File: config.mk
export PLATFORM = sky130hd
export DESIGN_NAME = decode_hazard_stall
export DESIGN_NICKNAME = d
export VERILOG_FILES = /design/src/rtl/hz_pkg.sv /design/src/rtl/hz_dest_match.sv /design/src/rtl/hz_stall_cause.sv /design/src/rtl/hz_stall_ctrl.sv /design/src/rtl/decode_hazard_stall.sv
export SDC_FILE = /design/constraint.sdc
export NUM_CORES = 1
export LEC_CHECK = 0
export ABC_AREA = 1
export BUFFER_PORTS_ARGS = -buffer_cell sky130_fd_sc_hd__buf_2
export CAP_MARGIN = 40
export CORE_AREA = 2 2 39 41
export DETAILED_ROUTE_END_ITERATION = 16
export DIE_AREA = 0 0 41 43
export PLACE_DENSITY = 0.73
export SLEW_MARGIN = 20
export SYNTH_ARGS = -nofsm -noshare
export SYNTH_HDL_FRONTEND = slang
export SYNTH_SLANG_ARGS = --single-unit
File: constraint.sdc
create_clock -name vclk -period 1.55
set_input_delay 0.0775 -clock vclk [all_inputs]
set_output_delay 0.0775 -clock vclk [all_outputs]
set_load 0.02 [all_outputs]
File: src/rtl/hz_pkg.sv
package hz_pkg;

  // Width of a register index.
  localparam int REG_AW = 5;
  // Number of source operands examined in decode.
  localparam int N_SRC  = 2;

  typedef logic [REG_AW-1:0] reg_idx_t;

  // Reason the decode stage is held; priority follows the enum order.
  typedef enum logic [1:0] {
    CAUSE_NONE     = 2'd0,
    CAUSE_LOAD_USE = 2'd1,
    CAUSE_BR_EX    = 2'd2,
    CAUSE_BR_MEM   = 2'd3
  } stall_cause_t;

  // Index 0 is hard-wired and never carries a live value.
  function automatic logic idx_is_live(input reg_idx_t idx);
    return idx != '0;
  endfunction

  // True when a producer destination feeds a consumer source.
  function automatic logic feeds(input reg_idx_t dst, input reg_idx_t src);
    return idx_is_live(dst) && (dst == src);
  endfunction

endpackage

File: src/rtl/hz_dest_match.sv
module hz_dest_match
  import hz_pkg::*;
(
  input  reg_idx_t dst,
  input  reg_idx_t src_a,
  input  reg_idx_t src_b,
  output logic     hit
);
  reg_idx_t          srcs [N_SRC];
  logic [N_SRC-1:0]  per_src;

  assign srcs[0] = src_a;
  assign srcs[1] = src_b;

  for (genvar g = 0; g < N_SRC; g++) begin : g_src
    assign per_src[g] = feeds(dst, srcs[g]);
  end

  assign hit = |per_src;
endmodule

File: src/rtl/hz_stall_cause.sv
module hz_stall_cause
  import hz_pkg::*;
(
  input  logic         id_branch,
  input  logic         ex_hit,
  input  logic         ex_mem_read,
  input  logic         ex_reg_write,
  input  logic         mem_hit,
  input  logic         mem_mem_read,
  input  logic         mem_reg_write,
  output logic         load_use_hit,
  output logic         br_ex_hit,
  output logic         br_mem_hit,
  output stall_cause_t cause
);
  // A load one stage ahead cannot be forwarded in time for anyone.
  assign load_use_hit = ex_hit && ex_mem_read && ex_reg_write;
  // A branch compares in decode, so any result still in execute is late.
  assign br_ex_hit    = id_branch && ex_hit && ex_reg_write;
  // A load in memory has no data until the end of that stage.
  assign br_mem_hit   = id_branch && mem_hit && mem_mem_read && mem_reg_write;

  always_comb begin
    if (load_use_hit)    cause = CAUSE_LOAD_USE;
    else if (br_ex_hit)  cause = CAUSE_BR_EX;
    else if (br_mem_hit) cause = CAUSE_BR_MEM;
    else                 cause = CAUSE_NONE;
  end
endmodule

File: src/rtl/hz_stall_ctrl.sv
module hz_stall_ctrl
  import hz_pkg::*;
(
  input  stall_cause_t cause,
  output logic         pc_we,
  output logic         ifid_we,
  output logic         idex_bubble
);
  logic hold;

  assign hold        = (cause != CAUSE_NONE);
  assign pc_we       = !hold;
  assign ifid_we     = !hold;
  assign idex_bubble = hold;
endmodule

File: src/rtl/decode_hazard_stall.sv
module decode_hazard_stall
  import hz_pkg::*;
(
  input  logic [hz_pkg::REG_AW-1:0] id_rs,
  input  logic [hz_pkg::REG_AW-1:0] id_rt,
  input  logic                      id_branch,
  input  logic [hz_pkg::REG_AW-1:0] ex_rd,
  input  logic                      ex_mem_read,
  input  logic                      ex_reg_write,
  input  logic [hz_pkg::REG_AW-1:0] mem_rd,
  input  logic                      mem_mem_read,
  input  logic                      mem_reg_write,
  output logic                      pc_we,
  output logic                      ifid_we,
  output logic                      idex_bubble
);
  // Internal events, named for the checker.
  logic         ex_hit;
  logic         mem_hit;
  logic         load_use_hit;
  logic         br_ex_hit;
  logic         br_mem_hit;
  stall_cause_t cause;

  hz_dest_match u_ex_match (
    .dst(ex_rd), .src_a(id_rs), .src_b(id_rt), .hit(ex_hit)
  );

  hz_dest_match u_mem_match (
    .dst(mem_rd), .src_a(id_rs), .src_b(id_rt), .hit(mem_hit)
  );

  hz_stall_cause u_cause (
    .id_branch    (id_branch),
    .ex_hit       (ex_hit),
    .ex_mem_read  (ex_mem_read),
    .ex_reg_write (ex_reg_write),
    .mem_hit      (mem_hit),
    .mem_mem_read (mem_mem_read),
    .mem_reg_write(mem_reg_write),
    .load_use_hit (load_use_hit),
    .br_ex_hit    (br_ex_hit),
    .br_mem_hit   (br_mem_hit),
    .cause        (cause)
  );

  hz_stall_ctrl u_ctrl (
    .cause      (cause),
    .pc_we      (pc_we),
    .ifid_we    (ifid_we),
    .idex_bubble(idex_bubble)
  );
endmodule

After elaboration in Yosys (flattened, before gate mapping)
Index checks and enable logic that the tools add are counted.
{ "word_totals": {"regBits": 0, "latchBits": 0, "mem_bits_rw": 0, "mem_bits_ro": 0, "in_bits": 25, "out_inout_bits": 3, "word_cells": 24, "memories": 0} }
{ "classes": {"addsub": 0, "mul": 0, "div_mod_pow": 0, "n_lt_le_gt_ge": 0, "eq_ne": 4, "shifts": 0, "n_mux": 3, "bitwise_logic": 0, "n_reduce_logical": 17} }
{ "ops": {"columns": ["operator", "count"], "rows": [
  ["$eq 5x5->1", 4],
  ["$logic_and 1x1->1", 11],
  ["$reduce_bool 5->1", 2],
  ["$mux 2", 3],
  ["$reduce_or 2->1", 2],
  ["$reduce_bool 2->1", 1],
  ["$logic_not 1->1", 1]
]} }

Depth between registers and ports, before layout
{ "logic_depth": {"depth_word": 11, "depth_mapped": 10, "ltp_nobuf": 9} }

By module
From an unflattened synthesis, not the netlist that was laid out.
{ "hier_totals": {"hier_cells": 113, "area_unflattened_um2": 469.2} }
{ "modules_own_cells": {"columns": ["mod", "instances", "cells_each", "area_per_inst_um2"], "rows": [
  ["hz_dest_match", 2, 48, 196.4],
  ["hz_stall_cause", 1, 12, 53.8],
  ["hz_stall_ctrl", 1, 5, 22.5]
]} }

Worst setup path before layout
OpenSTA, ideal clock, no wires.
{ "synth_path": {"path_kind": "input to output", "startpoint": "input port ex_rd[4] (netlist name)", "endpoint": "output port pc_we", "arrival_ps": 841, "t_required_ps": 1472, "slack_ps": 631, "cell_stages": 10, "path_buffers": 1, "cell_sequence": "inv_1 > nand2_1 > nand2_1 > nor2_1 > nand3_1 > nand2_1 > nand2_1 > nand2_2 > inv_2 > buf_4"} }
{ "synth_between": {"elab_chain_cells": 9, "word_cells_on_any_way": 14, "classes_between": "eq/ne: 2; mux: 2; reduce/logical: 10"} }
{ "synth_rtl": {"columns": ["element", "line", "source"], "rows": [
  ["start: declaration", "decode_hazard_stall.sv:7", "input logic [hz_pkg::REG_AW-1:0] ex_rd,"],
  ["$eq 5x5->1 / $reduce_bool 5->1 (equally long branches)", "hz_pkg.sv:25, hz_pkg.sv:20", null],
  ["$logic_and 1x1->1", "hz_pkg.sv:25", "return idx_is_live(dst) && (dst == src);"],
  ["$reduce_or 2->1 (*)", "hz_dest_match.sv:19", "assign hit = |per_src;"],
  ["$logic_and 1x1->1 (2 in a row)", "hz_stall_cause.sv:19", "assign br_ex_hit = id_branch && ex_hit && ex_reg_write;"],
  ["$mux 2", "hz_stall_cause.sv:25", "else if (br_ex_hit) cause = CAUSE_BR_EX;"],
  ["$mux 2 (*)", "hz_stall_cause.sv:24", "if (load_use_hit) cause = CAUSE_LOAD_USE;"],
  ["$reduce_bool 2->1 (*)", "hz_stall_ctrl.sv:11", "assign hold = (cause != CAUSE_NONE);"],
  ["via idex_bubble", "decode_hazard_stall.sv:15", "output logic idex_bubble"],
  ["$logic_not 1->1 (*)", null, null],
  ["end: declaration", "decode_hazard_stall.sv:13", "output logic pc_we,"]
]} }
The timed path passes the listed nets; every way through them passes the cells marked *.

Final worst setup path
{ "layout_path": {"startpoint": "input port mem_rd[4] (netlist name)", "endpoint": "output port ifid_we"} }
{ "layout_between": {"elab_chain_cells": 11, "word_cells_on_any_way": 14, "classes_between": "eq/ne: 2; mux: 3; reduce/logical: 9"} }
{ "layout_rtl": {"columns": ["element", "line", "source"], "rows": [
  ["start: declaration", "decode_hazard_stall.sv:10", "input logic [hz_pkg::REG_AW-1:0] mem_rd,"],
  ["$eq 5x5->1 / $reduce_bool 5->1 (equally long branches)", "hz_pkg.sv:25, hz_pkg.sv:20", null],
  ["$logic_and 1x1->1", "hz_pkg.sv:25", null],
  ["$reduce_or 2->1 (*)", "hz_dest_match.sv:19", null],
  ["$logic_and 1x1->1 (*) (3 in a row)", "hz_stall_cause.sv:21", "assign br_mem_hit = id_branch && mem_hit && mem_mem_read && mem_reg_write;"],
  ["$mux 2 (*)", "hz_stall_cause.sv:26", "else if (br_mem_hit) cause = CAUSE_BR_MEM;"],
  ["$mux 2 (*)", "hz_stall_cause.sv:25", null],
  ["$mux 2 (*)", "hz_stall_cause.sv:24", null],
  ["$reduce_bool 2->1 (*)", "hz_stall_ctrl.sv:11", null],
  ["$logic_not 1->1 (*)", "hz_stall_ctrl.sv:13", "assign ifid_we = !hold;"],
  ["end: declaration", "decode_hazard_stall.sv:14", "output logic ifid_we,"]
]} }
Mark *: on every way between the ends. The rest lies on a longest branch, timed or not.

==> report_table.html <==
<table>
<tr><th>Metric</th><th>Value</th></tr>
<tr><th colspan="2">Run status</th></tr>
<tr><td>Run status</td><td>finished clean</td></tr>
<tr><th colspan="2">Cells and area</th></tr>
<tr><td>Number of filler cells placed in the layout</td><td>roughly 170</td></tr>
<tr><td>Post-layout nets</td><td>150</td></tr>
<tr><td>Number of diodes added for antenna fixing</td><td>0</td></tr>
<tr><td>Count of sequential standard cells</td><td>0</td></tr>
<tr><td># clk buffers</td><td>0</td></tr>
<tr><td>Top library cells by usage in the layout, fill and taps aside</td><td>sky130_fd_sc_hd__nand2_1 (49), sky130_fd_sc_hd__buf_2 (28), sky130_fd_sc_hd__inv_1 (17), sky130_fd_sc_hd__nor2_1 (10), sky130_fd_sc_hd__inv_2 (5)</td></tr>
<tr><td>FF/Latch Area</td><td>0 um2</td></tr>
<tr><td>Area Overhead vs Synth</td><td>37.4%</td></tr>
<tr><td>Most common cell after layout, fill and taps aside</td><td>sky130_fd_sc_hd__nand2_1</td></tr>
<tr><td>Final Util</td><td>approximately two fifths</td></tr>
<tr><td>Share of layout cells above drive strength 1</td><td>27.6%</td></tr>
<tr><th colspan="2">Setup path</th></tr>
<tr><td>Slowest cell on crit path</td><td>sky130_fd_sc_hd__buf_2</td></tr>
<tr><td>Critical Path Source Type</td><td>input pin</td></tr>
<tr><td>Maximum fanout along the worst path</td><td>3</td></tr>
<tr><td>Critical Path Most Common Cell</td><td>sky130_fd_sc_hd__nand2_1</td></tr>
<tr><td>Series of cell instances along the critical path</td><td>buf_2 &gt; inv_1 &gt; nand2_1 &gt; nand2_1 &gt; nor2_1 &gt; nand3_1 &gt; nand2_1 &gt; nand2_1 &gt; nand2_2 &gt; inv_2 &gt; buf_2</td></tr>
<tr><td>CP peak stage delay</td><td>0.15 ns</td></tr>
<tr><td>Crit Path Class</td><td>input pin to primary output</td></tr>
<tr><td>End point of the critical path</td><td>ifid_we</td></tr>
<tr><td>Worst Path Required</td><td>1.47 ns</td></tr>
<tr><td>Critical path startpoint</td><td>mem_rd[4]</td></tr>
<tr><td>Critical path arrival</td><td>0.90 ns</td></tr>
<tr><td>CP endpoint kind</td><td>primary output</td></tr>
<tr><th colspan="2">Global route</th></tr>
<tr><td>Overflow after GRT</td><td>0</td></tr>
<tr><td>Maximum number of pins on one net before global-route repair</td><td>5</td></tr>
<tr><td>First-pass GRT wire length</td><td>1.61 mm</td></tr>
<tr><td>Tot GR Track Use</td><td>between 10% and 20%</td></tr>
<tr><td>Antenna violations before repair</td><td>0</td></tr>
<tr><td>Via count of the first global-routing pass</td><td>455</td></tr>
<tr><th colspan="2">Power and ir drop</th></tr>
<tr><td>Power density over the cells</td><td>242 nW/um2</td></tr>
<tr><td>Total power after layout</td><td>0.136 mW</td></tr>
<tr><td>Static Leakage</td><td>between 0.4 and 0.5 nW</td></tr>
<tr><td>IR drop worst, VDD</td><td>just under 100 uV</td></tr>
<tr><th colspan="2">Detailed routing</th></tr>
<tr><td>Via/cell ratio</td><td>approximately 4.3</td></tr>
<tr><td>Detailed route wirelength on metal3</td><td>62 um</td></tr>
<tr><td>1st-iter DRT viols</td><td>17</td></tr>
<tr><td>Wirelength, routed</td><td>1.05 mm</td></tr>
<tr><td>Routed length per instance</td><td>7.57 um</td></tr>
<tr><td>Post-detailed-route count of antenna-violating nets</td><td>0</td></tr>
<tr><td>Detailed Routing Iterations Pass 1</td><td>4</td></tr>
<tr><td>DR top layer</td><td>met3</td></tr>
<tr><td>Total vias in the final route</td><td>597</td></tr>
<tr><td>Total length of routed met2 wires</td><td>510 um</td></tr>
<tr><td>Detailed-route wire length on metal 1</td><td>between 400 and 500 um</td></tr>
<tr><td>Number of remaining DRC errors</td><td>0</td></tr>
<tr><th colspan="2">Synthesis</th></tr>
<tr><td>Count of distinct cell types in the synthesized netlist</td><td>11</td></tr>
<tr><td>Synth Area per Inst</td><td>4.25 um2</td></tr>
<tr><td>Post-synthesis instance total</td><td>96</td></tr>
<tr><td>Fraction of the yosys area taken by sequential cells</td><td>0%</td></tr>
<tr><td>Net count after synthesis</td><td>121</td></tr>
<tr><td>Synthesized cell area</td><td>408 um2</td></tr>
<tr><td>Number of warnings issued by yosys</td><td>0</td></tr>
<tr><th colspan="2">Die</th></tr>
<tr><td>DIE AREA</td><td>1760 um2</td></tr>
<tr><td>Number of placement rows</td><td>14</td></tr>
<tr><td># IOs</td><td>28</td></tr>
<tr><td>Die boundary width</td><td>between 40 and 50 um</td></tr>
<tr><td>Initial cell density of the core</td><td>between 20% and 30%</td></tr>
<tr><td>Vertical extent of the die</td><td>43 um</td></tr>
<tr><td>Placeable core region</td><td>1380 um2</td></tr>
<tr><th colspan="2">Min path</th></tr>
<tr><td>Class of the tightest hold or removal check</td><td>input pin to primary output</td></tr>
<tr><td>Launch instance of the worst min-delay path</td><td>mem_reg_write</td></tr>
<tr><th colspan="2">Clock tree</th></tr>
<tr><td>Number of buffers inserted for hold repair after clock tree synthesis</td><td>0</td></tr>
<tr><td>Number of gates resized after CTS</td><td>0</td></tr>
<tr><td>Number of buffers inserted to repair setup after CTS</td><td>0</td></tr>
<tr><th colspan="2">STA</th></tr>
<tr><td>Part of the cycle the worst path needs</td><td>roughly 63%</td></tr>
<tr><td>Min Tclk post-route</td><td>0.976 ns</td></tr>
<tr><td>Total negative slack for setup checks</td><td>0 ns</td></tr>
<tr><td>Count of endpoints failing setup in the final report</td><td>0</td></tr>
<tr><td>RSZ-0062 raised after global routing</td><td>no</td></tr>
<tr><td>Maximum clock frequency</td><td>just over 1000 MHz</td></tr>
<tr><td>Max Transition Viols Final</td><td>0</td></tr>
<tr><td>Hold violation total from the final report</td><td>0</td></tr>
<tr><td>Tightest slew margin relative to the limit</td><td>between 80% and 90%</td></tr>
<tr><td>Transition at the pin with the smallest max-transition slack</td><td>0.178 ns</td></tr>
<tr><th colspan="2">Placement</th></tr>
<tr><td>Gp weighted congestion</td><td>approximately 0.84</td></tr>
<tr><td>Port Buf Inserts</td><td>28</td></tr>
<tr><td>HPWL after detailed placement</td><td>~960 um</td></tr>
<tr><th colspan="2">Job</th></tr>
<tr><td>Max cap viols</td><td>0</td></tr>
</table>
[cell type report]
class	count	area, um2	share of cell area (%)
tap	16	20.0	3.57
multi-input combinational	73	318	56.7
inverter	22	82.6	14.7
timing repair buffer	28	140	25.0
[metal layers]
layer	up-vias	global-route usage [%]
li1	332	-
met1	251	16.8
met2	14	22.5
met3	0	0
met4	0	0
met5	-	0
[Yosys cell counts]
master / instances / area [um2]
sky130_fd_sc_hd__o211ai_1: 1 / 7.51
sky130_fd_sc_hd__xor2_1: 1 / 8.76
sky130_fd_sc_hd__nand3_1: 4 / 20.0
sky130_fd_sc_hd__inv_2: 5 / 18.8
sky130_fd_sc_hd__nand4_1: 3 / 18.8
sky130_fd_sc_hd__buf_4: 1 / 7.51
sky130_fd_sc_hd__nand2_2: 1 / 6.26
sky130_fd_sc_hd__inv_1: 17 / 63.8
sky130_fd_sc_hd__nand2_1: 49 / 184
sky130_fd_sc_hd__xnor2_1: 4 / 35.0
sky130_fd_sc_hd__nor2_1: 10 / 37.5
[where the power goes]
part / total (mW) / internal, mW / switching, mW / leakage (nW)
sequential: 0 / 0 / 0 / 0
combinational: 0.136 / 0.0597 / 0.0760 / 0.413
clock: 0 / 0 / 0 / 0
[per-stage QoR]
step	setup WS, ns	hold slack, ns	instance area, um2	cells
floorplan	0.631	0.406	408	96
global placement	0.570	0.629	561	139
detailed placement	0.569	0.635	561	139
CTS	0.564	0.635	561	139
global route	0.403	0.680	561	139
finish	0.574	0.630	561	139
[worst max-delay path, delay by kind of cell]
kind                   cells  cell delay (ns)
buffers and inverters      4             0.34
AND/OR/NAND/NOR            7             0.47
[how the worst min path moves through the flow]
stage / slack [ns] / end / cells past startpoint
floorplan: 0.41 / idex_bubble / 4
global route: 0.68 / idex_bubble / 6
detailed placement: 0.63 / idex_bubble / 6
finish: 0.63 / idex_bubble / 6
CTS: 0.64 / idex_bubble / 6
global placement: 0.63 / idex_bubble / 6
[logic make-up (layout without fill, tap and decap cells)]
family	count (synthesis)	in the layout	synth area share [%]
AOI/OAI and AO/OA	1	1	1.84
xor gates and xnor gates	5	5	10.7
buffers and inverters	23	50	22.1
and+or+nand+nor	67	67	65.3
No activity file was read; power rests on OpenSTA's default activity.
